$ cat src/rtl/irq_dispatch.sv
`timescale 1ns/1ps
module irq_dispatch #(
  parameter int          NPIN = 24,
  parameter int          NIN  = 32,
  parameter logic [31:0] BASE = 32'hFEE0_0000
) (
  input  logic                 clk,
  input  logic                 rst_n,
  input  logic [NIN-1:0]       irq_in,
  input  logic [NPIN*64-1:0]   rte_flat,
  input  logic [7:0]           ext_vec,
  input  logic                 msg_ready,
  output logic                 msg_valid,
  output logic [31:0]          msg_addr,
  output logic [31:0]          msg_data,
  output logic [NPIN-1:0]      rirr_set
);
  localparam int IW = $clog2(NPIN);
  localparam logic [2:0] DM_EXT = 3'b111;

  logic [NPIN-1:0] eff, eff_q, rise, fall;
  logic [NPIN-1:0] trig_v, mask_v, rirr_v;
  logic [NPIN-1:0] pend, pend_set, visited, cand, sel_oh, clr;
  logic [IW-1:0]   sel;
  logic            has, kick, active, again;
  logic [63:0]     cur;
  logic            needs, slot_free, step, load;
  logic [7:0]      vec;

  always_comb begin
    eff    = irq_in[NPIN-1:0];
    eff[0] = 1'b0;
    eff[2] = irq_in[0] | irq_in[2];
    for (int i = 0; i < NPIN; i++) begin
      rirr_v[i] = rte_flat[i*64 + 14];
      trig_v[i] = rte_flat[i*64 + 15];
      mask_v[i] = rte_flat[i*64 + 16];
    end
  end

  assign rise     = eff & ~eff_q;
  assign fall     = ~eff & eff_q;
  assign pend_set = rise & (trig_v | ~mask_v);
  assign kick     = |(rise & ((trig_v & ~rirr_v) | (~trig_v & ~mask_v)));
  assign cand     = pend & ~mask_v & ~visited;

  always_comb begin
    sel = '0;
    has = 1'b0;
    for (int i = NPIN - 1; i >= 0; i--) begin
      if (cand[i]) begin
        sel = IW'(i);
        has = 1'b1;
      end
    end
  end

  assign cur       = rte_flat[int'(sel)*64 +: 64];
  assign needs     = !cur[15] || !cur[14];
  assign slot_free = !msg_valid || msg_ready;
  assign step      = active && has && (!needs || slot_free);
  assign load      = step && needs;
  assign sel_oh    = NPIN'(1) << sel;
  assign rirr_set  = (step &&  cur[15]) ? sel_oh : '0;
  assign clr       = (step && !cur[15]) ? sel_oh : '0;
  assign vec       = (cur[10:8] == DM_EXT) ? ext_vec : cur[7:0];

  logic unused_bits;
  assign unused_bits = ^{cur[47:17], cur[13:12], irq_in[NIN-1:NPIN]};

  always_ff @(posedge clk or negedge rst_n) begin
    if (!rst_n) begin
      eff_q   <= '0;
      pend    <= '0;
      visited <= '0;
      active  <= 1'b0;
      again   <= 1'b0;
    end else begin
      eff_q <= eff;
      pend  <= ((pend & ~clr) & ~(fall & trig_v)) | pend_set;
      if (!active) begin
        if (kick) begin
          active  <= 1'b1;
          visited <= '0;
        end
        again <= 1'b0;
      end else if (!has) begin
        visited <= '0;
        again   <= 1'b0;
        active  <= again | kick;
      end else begin
        if (step) visited[sel] <= 1'b1;
        if (kick) again <= 1'b1;
      end
    end
  end

  always_ff @(posedge clk or negedge rst_n) begin
    if (!rst_n) begin
      msg_valid <= 1'b0;
      msg_addr  <= '0;
      msg_data  <= '0;
    end else if (load) begin
      msg_valid <= 1'b1;
      msg_addr  <= BASE | (32'(cur[63:48]) << 4) | (32'(cur[11]) << 2);
      msg_data  <= {16'b0, cur[15], 4'b0, cur[10:8], vec};
    end else if (msg_ready) begin
      msg_valid <= 1'b0;
    end
  end

  a_r9_hold_while_stalled: assert property (@(posedge clk) disable iff (!rst_n)
    msg_valid && !msg_ready |=> msg_valid && $stable(msg_addr) && $stable(msg_data));

  a_r6_single_rirr_pulse: assert property (@(posedge clk) disable iff (!rst_n)
    $onehot0(rirr_set));

  a_r3_masked_edge_dropped: assert property (@(posedge clk) disable iff (!rst_n)
    1'b1 |=> ((pend & $past(rise & ~trig_v & mask_v & ~pend)) == '0));

  a_r2_level_fall_clears: assert property (@(posedge clk) disable iff (!rst_n)
    1'b1 |=> ((pend & $past(fall & trig_v)) == '0));

  a_r1_pin0_never_pending: assert property (@(posedge clk) disable iff (!rst_n)
    !pend[0]);
endmodule

$ cat config.mk
export PLATFORM = sky130hd
export DESIGN_NAME = irq_dispatch
export DESIGN_NICKNAME = d
export VERILOG_FILES = /design/src/rtl/irq_dispatch.sv
export SDC_FILE = /design/constraint.sdc
export NUM_CORES = 1
export LEC_CHECK = 0
export ABC_AREA = 0
export CAP_MARGIN = 30
export CELL_PAD_IN_SITES_DETAIL_PLACEMENT = 0
export CELL_PAD_IN_SITES_GLOBAL_PLACEMENT = 1
export CORE_AREA = 2 2 642 644
export CTS_CLUSTER_SIZE = 25
export DETAILED_ROUTE_END_ITERATION = 10
export DIE_AREA = 0 0 644 646
export PLACE_DENSITY_LB_ADDON = 0.1
export SYNTH_ARGS = -nofsm -noshare
export SYNTH_HDL_FRONTEND = slang
export SYNTH_SLANG_ARGS = --single-unit
$ cat constraint.sdc
create_clock -name clk -period 4.67 [get_ports clk]
set_input_delay 0.7005 -clock clk [delete_from_list [all_inputs] [get_ports clk]]
set_output_delay 0.7005 -clock clk [all_outputs]
set_load 0.1 [all_outputs]
==> key figures <==
Clocking
  – CTS Hold Buffers Added: 0
  – CTS tree: done
  – CTS buffer count: 9
  – CTS H-tree lvls: 3
  – Clock buffer depth: 2
  – Worst-skew pair later-pin latency: 0.45 ns
  – Reg clk slew, reported paths: 0.11 ns
  – Root Driver: clkbuf_16
  – # clock sinks: 104

Global routing
  – Pin count of the biggest net entering global routing: 66
  – Initial antenna violation count: 162
  – Total congestion overflow: 0
  – First-pass GRT wire length: 242000 um
  – Total track usage: 9.11%
  – Vias in the first global route: 19562

Critical path
  – Worst reg2reg setup slack: 0.12 ns
  – Startpoint Class: input pin
  – Slowest Stage Delay on Critical Path: 0.46 ns
  – Kind of critical path: in -> out
  – CP bufs+invs: 6
  – CP endpoint kind: output pin
  – Worst Path Arrival: 4.43 ns
  – Crit Path Max Fanout: 8
  – CP Cell Sequence: dlygate4sd2_1 > nor3b_4 > nor2_1 > a2111oi_4 > buf_4 > o2111a_2 > a211oi_4 > a32o_2 > a2111oi_4 > buf_4 > or4b_4 > o211ai_1 > clkbuf_16 > buf_12 > nor3_4 > buf_12
  – CP max stage cell: or4b_4
  – CP delay by family, top: compound AO/OA/AOI/OAI gates
  – Worst EP required: 3.97 ns

Floorplan
  – Core area: 409000 um2
  – Die footprint: 416000 um2
  – Initial Utilization: 2.83%
  – Row count: 235
  – Io pins: 1668
  – Die W: 644 um
  – Die H: 646 um

Detailed routing
  – DR WL/cell: 24.2 um
  – Post-route ant nets: 0
  – Total wire length: 197000 um
  – Drt drc: 0
  – Vias per inst: 2.28
  – DR iter-0 viols: 1176
  – Routed via count: 18580
  – First-pass DRT Iterations: 7

Synthesis
  – FF+latch count, synth: 104
  – Cell taking the most area after synthesis: dfrtp_1
  – Post-synthesis cell area: 11600 um2
  – Syn Area/Cell: 7.57 um2
  – Most frequent cell after synthesis: nand2_1
  – FFs w/ async S/R, synth: 100%
  – Post-synth top flop: dfrtp_1
  – Yosys top cell area share: 22.5%
  – Largest cells by area after synthesis: dfrtp_1 (22%), a21oi_1 (8.7%), nand2_1 (7.2%)
  – Sequential fraction of the synthesis area: 22.5%
  – Count of different cell masters after synthesis: 83
  – EDFF count, synth: 0
  – Yosys warns: 0
  – Cells after synthesis: 1531
  – Top cells by instance count after synthesis: nand2_1 (223), a21oi_1 (202), clkbuf_1 (107), dfrtp_1 (104), mux2_2 (55)

Timing
  – Unrepaired setup endpoints after global routing: yes
  – Slew HR: 35.5%
  – Min Tclk post-route: 5.13 ns
  – Tightest Pin Transition: 0.965 ns
  – Final hold violation count: 0
  – WHS: 0.189 ns
  – Final Cycle Share: 110%
  – Fmax: 0.195 GHz
  – Final Worst Setup Slack: -0.462 ns
  – Max-slew violation count: 0
  – Final clock skew: 0.0312 ns
  – Setup-failing EPs final: 24

Power
  – Sw power: 14200 uW
  – Power density over the cells: 758 nW/um2
  – Internal power: 10200 uW
  – Clock power frac: 4.1%
  – Combinational power share: 89.9%
  – Maximum vdd drop: 387 uV
  – Total design power: 24300 uW
  – Switching portion of total power: 58.2%
  – Leak Pwr: 0.0107 uW
  – Flop pwr share: 6.1%

Run status
  – Failing checks: setup timing
  – Status: finished, violations left

Cells and area
  – Layout cell share with drive strength beyond 1: 25.8%
  – Finished Layout Cells: 8148
  – Post-layout nets: 4237
  – Area grow syn2layout: 177%
  – # fillers: 47901
  – Fin util: 7.86%

Job
  – MaxCap Viol Count: 0

Placement
  – Final HPWL DP: 171000 um
  – GPL Wtd Cong: 0.749
  – Dpl ws: -1.50 ns
  – PortBufs: 842
  – Cells after DPL: 8062

Hold path
  – Hold crit path type: in -> async
-- kinds of logic after synthesis --
kind of cell | count (synthesis) | synth area share [%]
other | 1 | 0.0324
AND/OR/NAND/NOR | 474 | 20.5
flip-flops | 104 | 22.5
AO/OA/AOI/OAI | 652 | 40.5
multiplexers | 89 | 8.28
buffers and inverters | 211 | 8.18
-- cells in the final DEF, fill, tap and decap left out, types with 10 or more instances in the layout --
cell,count
o22a_1,23
a21oi_1,193
clkbuf_16,10
mux2_2,54
buf_16,24
nand4_1,15
nand2b_1,16
dlygate4sd2_1,14
conb_1,25
buf_12,75
o22ai_1,36
a222oi_1,37
o211a_1,14
a211oi_1,47
buf_6,17
clkdlybuf4s50_1,784
nand2_1,218
o211ai_1,15
a221oi_1,10
nor2_1,39
a32o_1,19
o21ai_0,39
nor3_4,22
o31a_1,24
buf_4,343
nand3_1,34
o221ai_1,49
or4_4,11
inv_1,29
mux2i_1,34
dfrtp_1,104
o41ai_1,25
and4_1,15
diode_2,34
-- final cells by class --
class | count | area (um2) | area share [%]
diodes | 34 | 85.1 | 0.265
clock buffers | 10 | 229 | 0.713
clock inverters | 6 | 63.8 | 0.199
inverters | 29 | 109 | 0.339
multi-input cells | 1240 | 9070 | 28.2
flip-flops and latches | 104 | 2600 | 8.10
well taps | 5451 | 6820 | 21.2
repair buffers | 1274 | 13100 | 40.9
-- timing repair --
item,in CTS,in global routing
gates resized for setup,138,34
setup endpoints to repair,103,63
pin swaps,36,19
cloned,3,0
buffers inserted,34,6
endpoints found under the hold margin,0,0
-- sequential cells by signal (all words and copies together), names as in the netlist --
register,cells
msg_data,12
pend,24
msg_valid,1
again,1
msg_addr,18
eff_q,23
visited,24
active,1
-- worst paths after layout --
check,startpoint,endpoint,cells after the start
max in group asynchronous,rst_n,msg_addr[30]$_DFFE_PN0P_,2
min in group clk,eff_q[2]$_DFF_PN0_,pend[2]$_DFF_PN0_,1
worst max-delay path,rte_flat[1168],rirr_set[8],16
worst min-delay path,rst_n,eff_q[8]$_DFF_PN0_,1
worst min register to register,eff_q[2]$_DFF_PN0_,pend[2]$_DFF_PN0_,1
worst max register to register,visited[23]$_DFFE_PN0P_,pend[15]$_DFF_PN0_,16
-- power groups by stage --
stage	sequential (uW)	clock, uW	combinational, uW
3_3_place_gp	1510	0	21100
4_1_cts	1490	1080	22800
6_report	1470	990	21900
5_1_grt	1520	1070	23600
3_5_place_dp	1500	0	21600
2_1_floorplan	2320	0	7350
-- routing by layer --
layer  vias to the layer above  part of all wire (%)  track usage (%)
met5                         -                  0.25                0
met4                        78                   1.4             1.19
li1                       8300                     -                -
met3                       219                   4.9             1.87
met1                      9259                    45             11.8
met2                       724                    48             15.8
-- metrics by stage --
| step | cell area (um2) | TNS, ns |
|---|---|---|
| 6_report | 32100 | -10.26 |
| 5_1_grt | 32100 | -15.03 |
| 4_1_cts | 31900 | -10.87 |
| 3_5_place_dp | 30800 | -114.67 |
| 3_3_place_gp | 30300 | -117.44 |
| 2_1_floorplan | 12100 | -2.09 |
Note: power is estimated with default switching activity, not from simulation.
